===== config.mk =====
export PLATFORM = sky130hd
export DESIGN_NAME = rx_gap_deser
export DESIGN_NICKNAME = d
export VERILOG_FILES = /design/src/rtl/rxd_pkg.sv /design/src/rtl/rxd_cfg_regs.sv /design/src/rtl/rxd_bit_asm.sv /design/src/rtl/rxd_slot_bank.sv /design/src/rtl/rxd_pin_drv.sv /design/src/rtl/rx_gap_deser.sv
export SDC_FILE = /design/constraint.sdc
export NUM_CORES = 1
export LEC_CHECK = 0
export ABC_CLOCK_PERIOD_IN_PS = 7300
export BUFFER_PORTS_ARGS = -buffer_cell sky130_fd_sc_hd__buf_2
export CORE_MARGIN = 1.5
export CORE_UTILIZATION = 35
export CTS_CLUSTER_DIAMETER = 30
export CTS_CLUSTER_SIZE = 25
export DETAILED_ROUTE_END_ITERATION = 16
export SLEW_MARGIN = 20
export SYNTH_ARGS = -nofsm -noshare
export SYNTH_HDL_FRONTEND = slang
export SYNTH_HIERARCHICAL = 1
export SYNTH_SLANG_ARGS = --single-unit
export TNS_END_PERCENT = 30

===== constraint.sdc =====
create_clock -name clk_i -period 7.3 [get_ports clk_i]
set_clock_uncertainty 0.1 [all_clocks]
set_input_delay 0.365 -clock clk_i [delete_from_list [all_inputs] [get_ports clk_i]]
set_output_delay 0.365 -clock clk_i [all_outputs]
set_load 0.01 [all_outputs]

===== src/rtl/rxd_pkg.sv =====
package rxd_pkg;
  localparam int unsigned REG_AW = 3;
  localparam logic [REG_AW-1:0] ADR_CTRL  = 3'd0;
  localparam logic [REG_AW-1:0] ADR_PIN   = 3'd1;
  localparam logic [REG_AW-1:0] ADR_IEN   = 3'd2;
  localparam logic [REG_AW-1:0] ADR_STAT  = 3'd3;
  localparam logic [REG_AW-1:0] ADR_DAT_A = 3'd4;

  typedef enum logic [1:0] {
    PIN_PP_LOW  = 2'b00,
    PIN_PP_HIGH = 2'b01,
    PIN_SRC     = 2'b10,
    PIN_DRAIN   = 2'b11
  } pin_style_e;

  typedef struct packed {
    logic udf;
    logic ovf;
    logic eof;
    logic full;
  } slot_flags_t;

  localparam int unsigned FLAG_W = $bits(slot_flags_t);
endpackage


===== src/rtl/rxd_cfg_regs.sv =====
module rxd_cfg_regs
  import rxd_pkg::*;
#(
  parameter int unsigned DATA_W = 8,
  parameter int unsigned GAP_W  = 3,
  parameter int unsigned NSLOT  = 2
) (
  input  logic                      clk_i,
  input  logic                      rst_ni,
  input  logic                      we_i,
  input  logic [REG_AW-1:0]         addr_i,
  input  logic [DATA_W-1:0]         wdata_i,
  output logic                      byte_en_o,
  output logic                      rx_inv_o,
  output logic [GAP_W-1:0]          gap_len_o,
  output pin_style_e                pin_style_o,
  output logic [NSLOT*FLAG_W-1:0]   irq_en_o
);
  localparam int unsigned IEN_W = NSLOT * FLAG_W;

  always_ff @(posedge clk_i or negedge rst_ni) begin
    if (!rst_ni) begin
      byte_en_o   <= 1'b0;
      rx_inv_o    <= 1'b0;
      gap_len_o   <= '0;
      pin_style_o <= PIN_PP_HIGH;
      irq_en_o    <= '0;
    end else if (we_i) begin
      case (addr_i)
        ADR_CTRL: begin
          byte_en_o <= wdata_i[0];
          rx_inv_o  <= wdata_i[1];
          gap_len_o <= wdata_i[2 +: GAP_W];
        end
        ADR_PIN: pin_style_o <= pin_style_e'(wdata_i[1:0]);
        ADR_IEN: irq_en_o    <= wdata_i[IEN_W-1:0];
        default: ;
      endcase
    end
  end
endmodule


===== src/rtl/rxd_bit_asm.sv =====
module rxd_bit_asm #(
  parameter int unsigned DATA_W = 8,
  parameter int unsigned GAP_W  = 3
) (
  input  logic              clk_i,
  input  logic              rst_ni,
  input  logic              stb_i,
  input  logic              vld_i,
  input  logic              dat_i,
  input  logic              byte_en_i,
  input  logic              rx_inv_i,
  input  logic [GAP_W-1:0]  gap_len_i,
  output logic              fill_o,
  output logic              eof_o,
  output logic [DATA_W-1:0] word_o,
  output logic              raw_vld_o,
  output logic              raw_bit_o
);
  localparam int unsigned CNT_W = $clog2(DATA_W);

  logic [DATA_W-1:0] sr_q;
  logic [CNT_W-1:0]  cnt_q;
  logic [GAP_W-1:0]  gap_q;
  logic              armed_q;
  logic              bit_c, take_c, miss_c, done_c, eof_c;

  assign bit_c  = dat_i ^ rx_inv_i;
  assign take_c = byte_en_i & stb_i & vld_i;
  assign miss_c = byte_en_i & stb_i & ~vld_i & armed_q;
  assign done_c = take_c & (cnt_q == CNT_W'(DATA_W-1));
  assign eof_c  = miss_c & (gap_q == gap_len_i);

  assign fill_o = done_c | (eof_c & (cnt_q != '0));
  assign eof_o  = eof_c;
  assign word_o = done_c ? {sr_q[DATA_W-2:0], bit_c} : sr_q;

  always_ff @(posedge clk_i or negedge rst_ni) begin
    if (!rst_ni) begin
      sr_q    <= '0;
      cnt_q   <= '0;
      gap_q   <= '0;
      armed_q <= 1'b0;
    end else if (!byte_en_i) begin
      sr_q    <= '0;
      cnt_q   <= '0;
      gap_q   <= '0;
      armed_q <= 1'b0;
    end else if (take_c) begin
      armed_q <= 1'b1;
      gap_q   <= '0;
      if (done_c) begin
        sr_q  <= '0;
        cnt_q <= '0;
      end else begin
        sr_q  <= {sr_q[DATA_W-2:0], bit_c};
        cnt_q <= cnt_q + 1'b1;
      end
    end else if (miss_c) begin
      if (eof_c) begin
        sr_q    <= '0;
        cnt_q   <= '0;
        gap_q   <= '0;
        armed_q <= 1'b0;
      end else begin
        gap_q <= gap_q + 1'b1;
      end
    end
  end

  // bit-serial passthrough
  always_ff @(posedge clk_i or negedge rst_ni) begin
    if (!rst_ni) begin
      raw_vld_o <= 1'b0;
      raw_bit_o <= 1'b0;
    end else begin
      raw_vld_o <= stb_i & vld_i & ~byte_en_i;
      raw_bit_o <= bit_c;
    end
  end

  assert_eof_disarms_R4: assert property (@(posedge clk_i) disable iff (!rst_ni)
    eof_c |=> !armed_q);

  assert_raw_quiet_R6: assert property (@(posedge clk_i) disable iff (!rst_ni)
    byte_en_i |=> !raw_vld_o);
endmodule


===== src/rtl/rxd_slot_bank.sv =====
module rxd_slot_bank
  import rxd_pkg::*;
#(
  parameter int unsigned DATA_W = 8,
  parameter int unsigned NSLOT  = 2
) (
  input  logic                          clk_i,
  input  logic                          rst_ni,
  input  logic                          fill_i,
  input  logic                          eof_i,
  input  logic [DATA_W-1:0]             word_i,
  input  logic [NSLOT-1:0]              rd_data_i,
  input  logic                          rd_stat_i,
  output slot_flags_t [NSLOT-1:0]       flags_o,
  output logic [NSLOT-1:0][DATA_W-1:0]  data_o
);
  localparam int unsigned PTR_W = (NSLOT > 1) ? $clog2(NSLOT) : 1;

  logic [PTR_W-1:0] ptr_q;

  always_ff @(posedge clk_i or negedge rst_ni) begin
    if (!rst_ni)     ptr_q <= '0;
    else if (fill_i) ptr_q <= (ptr_q == PTR_W'(NSLOT-1)) ? '0 : ptr_q + 1'b1;
  end

  for (genvar g = 0; g < NSLOT; g++) begin : g_slot
    logic              sel;
    slot_flags_t       flg_q;
    logic [DATA_W-1:0] dat_q;

    assign sel = (ptr_q == PTR_W'(g));

    always_ff @(posedge clk_i or negedge rst_ni) begin
      if (!rst_ni) begin
        flg_q <= '0;
        dat_q <= '0;
      end else begin
        if (rd_stat_i) begin
          flg_q.eof <= 1'b0;
          flg_q.ovf <= 1'b0;
          flg_q.udf <= 1'b0;
        end
        if (rd_data_i[g]) begin
          if (flg_q.full) flg_q.full <= 1'b0;
          else            flg_q.udf  <= 1'b1;
        end
        // new events win over clears on the same edge
        if (fill_i && sel) begin
          dat_q      <= word_i;
          flg_q.full <= 1'b1;
          if (flg_q.full && !rd_data_i[g]) flg_q.ovf <= 1'b1;
        end
        if (eof_i && sel) flg_q.eof <= 1'b1;
      end
    end

    assign flags_o[g] = flg_q;
    assign data_o[g]  = dat_q;

    assert_ovf_with_full_R7: assert property (@(posedge clk_i) disable iff (!rst_ni)
      $rose(flg_q.ovf) |-> flg_q.full);
  end

  if (NSLOT > 1) begin : g_ptr_chk
    assert_slot_alternate_R2: assert property (@(posedge clk_i) disable iff (!rst_ni)
      fill_i |=> ptr_q != $past(ptr_q));
  end
endmodule


===== src/rtl/rxd_pin_drv.sv =====
module rxd_pin_drv
  import rxd_pkg::*;
(
  input  pin_style_e style_i,
  input  logic       act_i,
  output logic       irq_o,
  output logic       irq_oe_o
);
  always_comb begin
    case (style_i)
      PIN_PP_LOW:  begin irq_o = ~act_i; irq_oe_o = 1'b1;  end
      PIN_PP_HIGH: begin irq_o = act_i;  irq_oe_o = 1'b1;  end
      PIN_SRC:     begin irq_o = 1'b1;   irq_oe_o = act_i; end
      default:     begin irq_o = 1'b0;   irq_oe_o = act_i; end
    endcase
  end
endmodule


===== src/rtl/rx_gap_deser.sv =====
module rx_gap_deser
  import rxd_pkg::*;
#(
  parameter int unsigned DATA_W = 8,
  parameter int unsigned GAP_W  = 3,
  parameter int unsigned NSLOT  = 2
) (
  input  logic              clk_i,
  input  logic              rst_ni,
  input  logic              bit_stb_i,
  input  logic              bit_vld_i,
  input  logic              bit_dat_i,
  input  logic              reg_we_i,
  input  logic              reg_re_i,
  input  logic [2:0]        reg_addr_i,
  input  logic [DATA_W-1:0] reg_wdata_i,
  output logic [DATA_W-1:0] reg_rdata_o,
  output logic              raw_vld_o,
  output logic              raw_bit_o,
  output logic              irq_o,
  output logic              irq_oe_o
);
  localparam int unsigned IEN_W = NSLOT * FLAG_W;

  logic                         byte_en, rx_inv;
  logic [GAP_W-1:0]             gap_len;
  pin_style_e                   pin_style;
  logic [IEN_W-1:0]             irq_en;
  logic                         fill, eof;
  logic [DATA_W-1:0]            word;
  logic [NSLOT-1:0]             rd_data;
  logic                         rd_stat;
  slot_flags_t [NSLOT-1:0]      flags;
  logic [NSLOT-1:0][DATA_W-1:0] slot_data;
  logic                         irq_act;

  rxd_cfg_regs #(.DATA_W(DATA_W), .GAP_W(GAP_W), .NSLOT(NSLOT)) u_cfg (
    .clk_i, .rst_ni,
    .we_i       (reg_we_i),
    .addr_i     (reg_addr_i),
    .wdata_i    (reg_wdata_i),
    .byte_en_o  (byte_en),
    .rx_inv_o   (rx_inv),
    .gap_len_o  (gap_len),
    .pin_style_o(pin_style),
    .irq_en_o   (irq_en)
  );

  rxd_bit_asm #(.DATA_W(DATA_W), .GAP_W(GAP_W)) u_asm (
    .clk_i, .rst_ni,
    .stb_i     (bit_stb_i),
    .vld_i     (bit_vld_i),
    .dat_i     (bit_dat_i),
    .byte_en_i (byte_en),
    .rx_inv_i  (rx_inv),
    .gap_len_i (gap_len),
    .fill_o    (fill),
    .eof_o     (eof),
    .word_o    (word),
    .raw_vld_o (raw_vld_o),
    .raw_bit_o (raw_bit_o)
  );

  assign rd_stat = reg_re_i & (reg_addr_i == ADR_STAT);
  for (genvar g = 0; g < NSLOT; g++) begin : g_rd
    assign rd_data[g] = reg_re_i & (reg_addr_i == ADR_DAT_A + REG_AW'(g));
  end

  rxd_slot_bank #(.DATA_W(DATA_W), .NSLOT(NSLOT)) u_slots (
    .clk_i, .rst_ni,
    .fill_i    (fill),
    .eof_i     (eof),
    .word_i    (word),
    .rd_data_i (rd_data),
    .rd_stat_i (rd_stat),
    .flags_o   (flags),
    .data_o    (slot_data)
  );

  assign irq_act = |(flags & irq_en);

  rxd_pin_drv u_pin (
    .style_i  (pin_style),
    .act_i    (irq_act),
    .irq_o    (irq_o),
    .irq_oe_o (irq_oe_o)
  );

  always_comb begin
    reg_rdata_o = '0;
    case (reg_addr_i)
      ADR_CTRL: begin
        reg_rdata_o[0]         = byte_en;
        reg_rdata_o[1]         = rx_inv;
        reg_rdata_o[2 +: GAP_W] = gap_len;
      end
      ADR_PIN:  reg_rdata_o[1:0]       = pin_style;
      ADR_IEN:  reg_rdata_o[IEN_W-1:0] = irq_en;
      ADR_STAT: reg_rdata_o[IEN_W-1:0] = flags;
      default: begin
        for (int s = 0; s < NSLOT; s++)
          if (reg_addr_i == ADR_DAT_A + REG_AW'(s)) reg_rdata_o = slot_data[s];
      end
    endcase
  end

  assert_pin_push_pull_R10: assert property (@(posedge clk_i) disable iff (!rst_ni)
    (pin_style == PIN_PP_HIGH) |-> (irq_oe_o && (irq_o == |(flags & irq_en))));

  assert_drain_hiz_R10: assert property (@(posedge clk_i) disable iff (!rst_ni)
    (pin_style == PIN_DRAIN && (flags & irq_en) == '0) |-> !irq_oe_o);

  assert_empty_read_udf_R8: assert property (@(posedge clk_i) disable iff (!rst_ni)
    (rd_data[0] && !flags[0].full) |=> flags[0].udf);
endmodule


; ---- Yosys cells after proc, flatten, opt, wreduce, memory -nomap -nowiden
; Index checks and enable logic that the tools add are counted.
[op_classes]
n_addsub = 3
eq_ne = 11
muxes = 43
n_bitwise = 19
reduce_logical = 22
[op_table]
columns = operator, count
row1 = $mux W8, 8
row2 = $mux W3, 11
row3 = $mux W1, 20
row4 = $and A1 B1 Y1, 12
row5 = $pmux W3 S4, 1
row6 = $eq A3 B3 Y1 const B, 3
row7 = $pmux W3 S3, 1
row8 = $and A8 B8 Y8, 1
row9 = $pmux W2 S4, 1
row10 = $reduce_and A2 Y1, 4
row11 = $reduce_bool A2 Y1, 4
row12 = $reduce_or A8 Y1, 1
row13 = $add A3 B1 Y3 const B, 2
row14 = $eq A3 B2 Y1 const B, 2
row15 = $logic_and A1 B1 Y1, 6
row16 = $ne A3 B1 Y1 const B, 2
row17 = $not A1 Y1, 4
row18 = $reduce_or A2 Y1, 2
row19 = $eq A3 B1 Y1 const B, 1
row20 = $eq A3 B3 Y1, 1
row21 = $logic_not A3 Y1, 1
row22 = $pmux W1 S3, 1
row23 = $reduce_bool A3 Y1, 1
row24 = $eq A2 B1 Y1 const B, 1
row25 = other kinds (6), 7
[totals]
reg_bits = 57
input_bits = 18
output_inout_bits = 12

; ---- Logic depth before layout (Yosys ltp)
; Gate-level depths: netlist of run 1.
[depth]
ltp_word = 8
ltp_mapped = 8
ltp_nobuf = 6

; ---- Cells and area by module
; The synthesis of run 1 kept the hierarchy.
[modules_own_cells]
columns = mod, instances, cells_per_inst, area_each_um2, seq_area_each_um2
row1 = rxd_slot_bank, 1, 65, 962.2, 625.6
row2 = rxd_bit_asm, 1, 86, 950.9, 425.4
row3 = rxd_cfg_regs, 1, 34, 599.3, 376.6
row4 = rx_gap_deser, 1, 53, 415.4, 0.0
row5 = rxd_pin_drv, 1, 3, 28.8, 0.0

; ---- Worst setup path before layout of run 1
; OpenSTA, ideal clock, no wires.
[synth_timing]
kind = input port to flip-flop
startpoint = input port bit_stb_i
endpoint = register u_slots.g_slot[0].dat_q[0]
arrival_ns = 2.178
required_time_ns = 7.075
path_slack_ns = 4.897
stages = 8
cell_sequence = buf_4 -> nand4b_4 -> or4_1 -> buf_6 -> o21ai_0 -> nand2b_1 -> buf_6 -> mux2_4
[synth_between]
elab_chain_len = 7
[synth_lines]
columns = item, line_no
row1 = "start, declared", rx_gap_deser.sv:10  ; input logic bit_stb_i,
row2 = $and A1 B1 Y1 (*), "rxd_bit_asm.sv:28, rxd_bit_asm.sv:29"
row3 = $and A1 B1 Y1 (2 in series), rxd_bit_asm.sv:29  ; assign miss_c = byte_en_i & stb_i & ~vld_i & armed_q;
row4 = $and A1 B1 Y1, rxd_bit_asm.sv:31  ; assign eof_c = miss_c & (gap_q == gap_len_i);
row5 = $and A1 B1 Y1, rxd_bit_asm.sv:33  ; assign fill_o = done_c | (eof_c & (cnt_q != '0));
row6 = $or A1 B1 Y1 (*), rxd_bit_asm.sv:33
row7 = via fill, rx_gap_deser.sv:29  ; logic fill, eof;
row8 = $logic_and A1 B1 Y1 (*), rxd_slot_bank.sv:48  ; if (fill_i && sel) begin
row9 = "end signal, assigned", rxd_slot_bank.sv:49  ; dat_q <= word_i;
row10 = "end, declared", rxd_slot_bank.sv:29  ; logic [DATA_W-1:0] dat_q;
; Mark *: on every way through the listed nets, which the timed path passes. The rest lies on a longest branch.
; A chain may end at the register's enable or synchronous reset.

; ---- Worst setup path in the final report of run 1
[layout_timing]
startpoint = register u_cfg.byte_en_o
endpoint = register u_slots.g_slot[0].dat_q[0]
[layout_between]
elab_chain_len = 7
[layout_lines]
columns = item, line_no
row1 = "start, declared", rxd_cfg_regs.sv:13  ; output logic byte_en_o,
row2 = "start signal, assigned", rxd_cfg_regs.sv:31  ; byte_en_o <= wdata_i[0];
row3 = $and A1 B1 Y1 (*), "rxd_bit_asm.sv:28, rxd_bit_asm.sv:29"
row4 = $and A1 B1 Y1 (2 in series), rxd_bit_asm.sv:29
row5 = $and A1 B1 Y1, rxd_bit_asm.sv:31
row6 = $and A1 B1 Y1, rxd_bit_asm.sv:33
row7 = $or A1 B1 Y1 (*), rxd_bit_asm.sv:33
row8 = via fill, rx_gap_deser.sv:29
row9 = $logic_and A1 B1 Y1 (*), rxd_slot_bank.sv:48
; Marked as above.

==> results_dict.tcl, run 1 <==
set metrics [dict create \
    hpwl_mm 4.29 \
    start_util 0.360 \
    syn_area_sq_um 2960 \
    ctsResizeCount 0 \
    track_usage 0.154 \
    vias_per_cell 5.25 \
    status "finished clean" \
    crit_fanout 12 \
    io_pins 30 \
    drt_first_pass_iters 4 \
    drc_errors 0 \
    ff2ff_path_depth 5 \
    ys_seq_elements 57 \
    cts_buffers 9 \
    finalHoldViolCount 0 \
    n_fill_cell 787 \
    path_delay_family "simple AND/OR/NAND/NOR gates" \
    synth.top_cell.area_share 0.474 \
    postCtsHoldBufs 0 \
    detail_route.iter0.violations 85 \
    cts_tree "yes" \
    finalCritPeriodShare 0.414 \
    ff2ff_setup_slack_ps 4270 \
    syn_to_final_growth_pct 12.4 \
    antenna_found_initial 0 \
    clk_path_buf_depth 2 \
    powerDensity_nw_per_um2 221 \
    cts_setup_buffers 0 \
    ys_types 42 \
    yosys.area.top_type "dfrtp_1" \
    clk_pin_slew_ps 70 \
    drive_gt1_frac 0.327 \
    ys_seq_area_frac 0.483 \
    wl_mm 6.11 \
    die-area_sq_um 9010 \
    synth-edff-count 0 \
    yosysWarnings 6 \
    crit_path_start_kind "flop" \
    crit_type "reg -> reg" \
    vias 2010 \
    grt_pass1_wl_mm 10.3 \
    synth_ff_type "dfrtp_1" \
    relSlewSlack 0.509 \
    drt.antenna.violating_nets 0 \
    maxSlewViolCount 0 \
    grt_pass1_vias 2008 \
    avgSynthCellArea_sq_um 12.3 \
    clockRootBuffer "clkbuf_8" \
    setup_tns_ps 0 \
    nets 295 \
    critical-path-max-stage-delay_ps 750 \
    ir_drop_v 0.000128 \
    max-cap-violations 0 \
    reg2reg_from "u_cfg/byte_en_o" \
    crit_arrival_ps 3140 \
    tightest_slew_ps 735 \
    path_cells "nand4b_4 > or4_1 > o21ai_0 > nand2b_1 > mux2_4" \
    cts_sinks 57 \
    p_leak_nw 1.60 \
    cp_num_cells 5 \
    clk_latency_ps 330 \
    critPathBufInv 0 \
    routabilityCongestion 0.817 \
    async_flop_share 1.00 \
    endpoint_kind "flop" \
    rsz0062_at_grt "false" \
    die_h_um 94.9 \
    syn-instance-count 241 \
    synth_area_leaders "dfrtp_1 (47%), mux2_2 (11%), mux2i_1 (6.1%)" \
    diodes 0 \
    fmax_mhz 331 \
    grt_max_degree 58 \
    gr-total-overflow 0 \
    worst_path_max_delay_cell "or4_1" \
    hp-class "in -> async" \
    reg2reg_to "u_slots/g_slot[0].dat_q[0]" \
    io_buffers 29 \
    h-tree-depth 3 \
    required_ps 7420 \
    setup_viol 0 \
    core_sq_um 8220 \
    total_power_w 0.000736 \
    min_period_ps 3030 \
    die_w_um 94.9 \
    rows 33 \
    wl_per_cell_um 15.9 \
    synthesis.nets 263 \
]
[cell usage after synthesis (4+ instances only)]
library cell	instances
o311ai_0	4
nor2_1	4
o21ai_0	4
mux2i_1	18
xor2_1	4
dfrtp_1	56
nand2b_1	7
buf_6	5
o22ai_1	11
o41ai_1	4
inv_1	20
mux2_2	30
nand2_1	14
a22oi_1	4
ha_1	4
a32o_1	8
mux2_4	8
[worst reg2reg max path, stage by stage (launching register included)]
cell	delay (ps)
dfrtp_1	570
nand4b_4	160
or4_1	750
o21ai_0	450
nand2b_1	450
mux2_4	430
[cell usage in the layout (no fill, tap or decap), drive strengths merged, types with 3 or more instances in the layout]
master,instances
a32o,8
nor2b,4
clkbuf,10
clkinv,4
o22a,3
nand2,15
xor2,4
inv,20
nor2,4
o22ai,11
a22oi,4
dfrtp,56
mux2i,18
mux2,38
nand2b,7
o21ai,5
buf,31
o41ai,4
ha,4
o311ai,4
[area by class of cell]
cell class,instances,area [sq um],area share
well taps,105,131,0.0395
multi-input cells,154,1370,0.411
clock buffers,10,128,0.0384
repair buffers,31,160,0.0482
clock inverters,6,35.0,0.0105
inverters,20,75.1,0.0226
flip-flops and latches,57,1430,0.430
[kinds of logic (layout without fill, tap and decap cells)]
kind of cell / count (synthesis) / count (layout) / share of synthesized area
buffers and inverters: 30 / 67 / 0.0554
DFF: 57 / 57 / 0.483
adders and majority gates: 4 / 4 / 0.0169
AOI/OAI and AO/OA: 46 / 46 / 0.119
and+or+nand+nor: 42 / 42 / 0.0923
muxes: 56 / 56 / 0.216
xor gates and xnor gates: 6 / 6 / 0.0178
[layer usage]
metal | track usage | up-vias | share of wire
li1 | - | 958 | -
met5 | 0 | - | 0
met2 | 0.224 | 38 | 0.44
met3 | 0.0419 | 13 | 0.037
met4 | 0.0609 | 0 | 0.021
met1 | 0.216 | 1001 | 0.50
[power by group]
| part | leakage (nW) | total [W] | switching [W] | internal, W |
|---|---|---|---|---|
| Sequential | 0.755 | 0.000376 | 0.0000310 | 0.000345 |
| Combinational | 0.764 | 0.000115 | 0.0000602 | 0.0000552 |
| Clock | 0.0818 | 0.000244 | 0.000124 | 0.000120 |
[through the flow]
step                hold slack [ps]   util  cell area [sq um]  worst slack [ps]  cells
detailed placement              399  0.384               3160              4290    367
CTS                            95.6  0.404               3320              4270    383
floorplan                     -30.6      -               2960              4900    241
finish                         69.5  0.404               3320              4270    383
global placement                389  0.384               3160              4360    367
global route                    130  0.404               3320              3970    383
[worst max path at each step]
stage,slack (ps),from,to
2_1_floorplan,4900,bit_stb_i,u_slots/g_slot[0].dat_q[0]
4_1_cts,4270,u_cfg/byte_en_o,u_slots/g_slot[0].dat_q[0]
5_1_grt,3970,u_cfg/byte_en_o,u_slots/g_slot[0].dat_q[0]
6_report,4270,u_cfg/byte_en_o,u_slots/g_slot[0].dat_q[0]
3_3_place_gp,4360,u_cfg/byte_en_o,u_slots/g_slot[0].dat_q[2]
3_5_place_dp,4290,u_cfg/byte_en_o,u_slots/g_slot[0].dat_q[4]
[state kept, by name (all words and copies together) (netlist names), 2 cells and up]
signal,cells
u_cfg/irq_en_o,8
u_cfg/gap_len_o,3
u_slots/g_slot.dat_q,16
u_asm/sr_q,8
u_slots/flags_o,8
u_cfg/pin_style_o,2
u_asm/gap_q,3
u_asm/cnt_q,3
Power figures use the tool's default switching activity.
==> inputs of run 2 (changes only) <==
--- a/config.mk
+++ b/config.mk
@@ -5,7 +5,7 @@
 export SDC_FILE = /design/constraint.sdc
 export NUM_CORES = 1
 export LEC_CHECK = 0
-export ABC_CLOCK_PERIOD_IN_PS = 7300
+export ABC_CLOCK_PERIOD_IN_PS = 3000
 export BUFFER_PORTS_ARGS = -buffer_cell sky130_fd_sc_hd__buf_2
 export CORE_MARGIN = 1.5
 export CORE_UTILIZATION = 35
==> constraint.sdc (replaced) <==
create_clock -name clk_i -period 3 [get_ports clk_i]
set_clock_uncertainty 0.1 [all_clocks]
set_input_delay 0.15 -clock clk_i [delete_from_list [all_inputs] [get_ports clk_i]]
set_output_delay 0.15 -clock clk_i [all_outputs]
set_load 0.01 [all_outputs]
==> run 2 against run 1 <==
Effect of this change:
- sequential power increased by 140%
- core utilization increased by 1.8 points
- power increased to 2.6 times the previous value
- clock power increased to 2.9 times the previous value
- design area increased by 4.4%
==> results_dict.tcl, run 2 (synthesis results as in run 1) <==
set metrics [dict create \
    status "finished clean" \
    drc_errors 0 \
    io_pins 30 \
    grt_use_met3 0.0523 \
    wl_per_cell_um 16.2 \
    nets 307 \
    vias 2068 \
    drive_gt1_frac 0.322 \
    crit_fanout 10 \
    layout_common_cells "dfrtp_1 (56), mux2_2 (30), buf_2 (29)" \
    antenna_found_initial 0 \
    final_common_cell "dfrtp_1" \
    powerDensity_nw_per_um2 555 \
    busiest_layer "met2" \
    grt_use_met2 0.237 \
    setup_tns_ps 0 \
    p_leak_nw 1.67 \
    crit_arrival_ps 2830 \
    min_period_ps 2710 \
    h-tree-depth 3 \
    core_sq_um 8220 \
    largest_reg_flops 16 \
    use_met1 0.220 \
    routabilityCongestion 0.811 \
    placed_cells 370 \
    finalHoldViolCount 0 \
    vias_per_cell 5.25 \
    hpwl_mm 4.56 \
    die_w_um 94.9 \
    fmax_mhz 369 \
    crit_path_start_kind "flop" \
    cts_tree "yes" \
    rsz0062_at_grt "false" \
    rows 33 \
    die_h_um 94.9 \
    maxSlewViolCount 0 \
    grt_max_degree 36 \
    max-cap-violations 0 \
    clk_latency_ps 340 \
    die-area_sq_um 9010 \
    instances_no_fill 394 \
    endpoint_kind "flop" \
    clockRootBuffer "clkbuf_8" \
    crit_type "reg -> reg" \
    diodes 0 \
    finalCritPeriodShare 0.904 \
    required_ps 3120 \
    grt_pass1_wl_mm 10.7 \
    io_buffers 29 \
    ir_drop_v 0.000322 \
    hp-class "in -> reg" \
    regMostFlops "u_slots/g_slot.dat_q" \
    gr-total-overflow 0 \
    wl_mm 6.40 \
    setup_viol 0 \
    track_usage 0.161 \
    cts_sinks 57 \
    clk_pin_slew_ps 60 \
    drt.antenna.violating_nets 0 \
    syn_to_final_growth_pct 17.3 \
    drt_first_pass_iters 4 \
    detail_route.iter0.violations 87 \
    postLayoutCoreUtil 0.422 \
    tightest_slew_ps 819 \
    relSlewSlack 0.454 \
    clk_path_buf_depth 2 \
    cts_buffers 9 \
    cts_setup_buffers 0 \
    grt_pass1_vias 2102 \
    start_util 0.360 \
]
## run 2: routing by layer
metal  vias to the layer above  routed length (um)
li1                        975                   -
met1                      1050                3180
met4                         0                  76
met2                        38                2870
met3                         5                 270
met5                         -                   0
## run 2: cell type report
cell class / count / area [sq um]
fill: 786 / 4750
clock buffer: 12 / 155
timing repair buffer: 43 / 273
multi-input combinational: 154 / 1370
clock inverter: 3 / 40.0
sequential: 57 / 1430
tap: 105 / 131
inverter: 20 / 75.1
## run 2: critical path, cell delays in order, from the launching register on
cell,delay [ps]
dfrtp_1,410
xor2_1,220
or4_1,560
o21ai_0,410
nand2b_1,460
mux2_4,430
## run 2: what timing repair did
action                                 CTS  global route
hold buffers                             9             0
gates resized for setup                  0             0
endpoints found under the hold margin   46             0
## run 2: final timing paths
kind / from / endpoint / slack (ps) / depth (start not counted)
setup / recovery: u_cfg/gap_len_o[1] / u_slots/g_slot[0].dat_q[4] / 290 / 5
max in group asynchronous: rst_ni / u_slots/flags_o[0] / 1650 / 3
hold / removal: reg_wdata_i[0] / u_cfg/irq_en_o[0] / 20 / 2
min in group asynchronous: rst_ni / u_asm/sr_q[6] / 340 / 2
hold reg to reg: u_slots/g_slot[1].dat_q[3] / u_slots/g_slot[1].dat_q[3] / 410 / 1
setup reg to reg: u_cfg/gap_len_o[1] / u_slots/g_slot[0].dat_q[4] / 290 / 5
## run 2: per-stage QoR
| step | setup slack (ps) | hold WS, ps | area, sq um | power (W) |
|---|---|---|---|---|
| 2_1_floorplan | 608 | -246 | 2960 | 0.00111 |
| 3_3_place_gp | 382 | 204 | 3180 | 0.00121 |
| 3_5_place_dp | 310 | 205 | 3180 | 0.00122 |
| 4_1_cts | 296 | 8.30 | 3470 | 0.00195 |
| 5_1_grt | 97.0 | 13.9 | 3470 | 0.00203 |
| 6_report | 288 | 15.2 | 3470 | 0.00192 |
## run 2: report_power, final
| group | switching (W) | total (W) | internal, W |
|---|---|---|---|
| logic | 0.000160 | 0.000306 | 0.000146 |
| registers | 0.0000693 | 0.000908 | 0.000839 |
| clock network | 0.000289 | 0.000710 | 0.000421 |
| total | 0.000519 | 0.00192 | 0.00141 |
==> inputs of run 3 (changes only) <==
--- a/config.mk
+++ b/config.mk
@@ -12,6 +12,7 @@
 export CTS_CLUSTER_DIAMETER = 30
 export CTS_CLUSTER_SIZE = 25
 export DETAILED_ROUTE_END_ITERATION = 16
+export SETUP_SLACK_MARGIN = 0.4
 export SLEW_MARGIN = 20
 export SYNTH_ARGS = -nofsm -noshare
 export SYNTH_HDL_FRONTEND = slang
==> run 3 against run 2 <==
Effect of this change:
- largest power group unchanged
- critical path depth is the same
- combinational power is essentially flat
- sequential power is essentially flat
- non-clock buffer count is the same
- global-route usage is the same
- sequential share of layout area is essentially flat
==> results_dict.tcl, run 3 (synthesis results as in run 1) <==
set metrics [dict create \
    antenna_found_initial 0 \
    grt_max_degree 36 \
    total_power_w 0.00192 \
    layout_common_cells "dfrtp_1 (56), mux2_2 (30), buf_2 (29)" \
    p_leak_nw 1.67 \
    grt_pass1_vias 2102 \
    clockRootBuffer "clkbuf_8" \
    clk_pin_slew_ps 60 \
    rsz0062_at_grt "false" \
    path_delay_family "simple AND/OR/NAND/NOR gates" \
    path_cells "xor2_1 > or4_1 > o21ai_1 > nand2b_2 > mux2_4" \
    crit_path_start_kind "flop" \
    max-cap-violations 0 \
    cts_tree "yes" \
    cts_sinks 57 \
    cts_setup_buffers 0 \
    setup_viol 0 \
    wl_mm 6.39 \
    n_fill_cell 786 \
    drt.antenna.violating_nets 0 \
    nets 307 \
    rows 33 \
    wl_per_cell_um 16.2 \
    critPathBufInv 0 \
    cp_num_cells 5 \
    clk_path_buf_depth 2 \
    syn_to_final_growth_pct 17.4 \
    setup_tns_ps 0 \
    worst_path_max_delay_cell "or4_1" \
    grt_pass1_wl_mm 10.7 \
    endpoint_kind "flop" \
    tightest_slew_ps 821 \
    cts_buffers 9 \
    regMostFlops "u_slots/g_slot.dat_q" \
    largest_reg_flops 16 \
    post-place-ws_ps 310 \
    min_period_ps 2400 \
    drive_gt1_frac 0.325 \
    critical-path-max-stage-delay_ps 570 \
    status "finished clean" \
    diodes 0 \
    maxSlewViolCount 0 \
    relSlewSlack 0.453 \
    io_buffers 29 \
    required_ps 3120 \
    ir_drop_v 0.000321 \
    drt_first_pass_iters 4 \
    fin_ws_ps 604 \
    io_pins 30 \
    routabilityCongestion 0.811 \
    clk_latency_ps 340 \
    crit_arrival_ps 2520 \
    vias_per_cell 5.26 \
    crit_type "reg -> reg" \
    final_common_cell "dfrtp_1" \
    die_w_um 94.9 \
    start_util 0.360 \
    h-tree-depth 3 \
    die-area_sq_um 9010 \
    ff2ff_path_depth 5 \
    detail_route.iter0.violations 88 \
    hpwl_mm 4.56 \
    hold_path_depth 2 \
    core_sq_um 8220 \
    gr-total-overflow 0 \
    vias 2073 \
    fmax_mhz 417 \
    powerDensity_nw_per_um2 555 \
    finalHoldViolCount 0 \
    track_usage 0.161 \
    die_h_um 94.9 \
    finalCritPeriodShare 0.799 \
    hp-class "in -> reg" \
    crit_fanout 10 \
    drc_errors 0 \
]
## run 3: cell type report
class | count | area [sq um] | share of cell area
flip-flops and latches | 57 | 1430 | 0.411
well taps | 105 | 131 | 0.0379
repair buffers | 43 | 273 | 0.0786
multi-input cells | 154 | 1370 | 0.394
clock inverters | 3 | 40.0 | 0.0115
inverters | 20 | 75.1 | 0.0216
clock buffers | 12 | 155 | 0.0447
## run 3: worst paths after layout
path,startpoint,to,slack [ps]
setup / recovery,u_cfg/gap_len_o[1],u_slots/g_slot[0].dat_q[4],600
hold / removal,reg_wdata_i[0],u_cfg/irq_en_o[0],20
setup reg to reg,u_cfg/gap_len_o[1],u_slots/g_slot[0].dat_q[4],600
hold reg to reg,u_slots/g_slot[1].dat_q[3],u_slots/g_slot[1].dat_q[3],410
max in group asynchronous,rst_ni,u_slots/flags_o[0],1650
min in group asynchronous,rst_ni,u_asm/sr_q[6],340
## run 3: repair_timing
| action | CTS | global route |
|---|---|---|
| pin swaps | 0 | 0 |
| endpoints found under the setup margin | 8 | 16 |
| gates resized for setup | 1 | 1 |
| hold buffers | 9 | 0 |
| endpoints found under the hold margin | 46 | 0 |
| cloned | 0 | 0 |
## run 3: routing by layer
layer  routed length [um]  global-route usage
met1                 3170               0.220
met2                 2870               0.237
met3                  268              0.0523
met4                   73              0.0560
met5                    0                   0
## run 3: where the power goes
group	switching [W]	internal (W)	leakage, nW
combinational	0.000160	0.000146	0.815
sequential	0.0000691	0.000839	0.755
clock	0.000288	0.000421	0.102
total	0.000518	0.00141	1.67
## run 3: metrics by stage
| step | hold slack [ps] | instance area, sq um | utilization | cells |
|---|---|---|---|---|
| after floorplan | -246 | 2960 | - | 241 |
| after global placement | 204 | 3180 | 0.387 | 370 |
| after detailed placement | 205 | 3180 | 0.387 | 370 |
| after CTS | 8.30 | 3470 | 0.422 | 394 |
| after global routing | 13.9 | 3470 | 0.422 | 394 |
| final | 15.6 | 3470 | 0.422 | 394 |
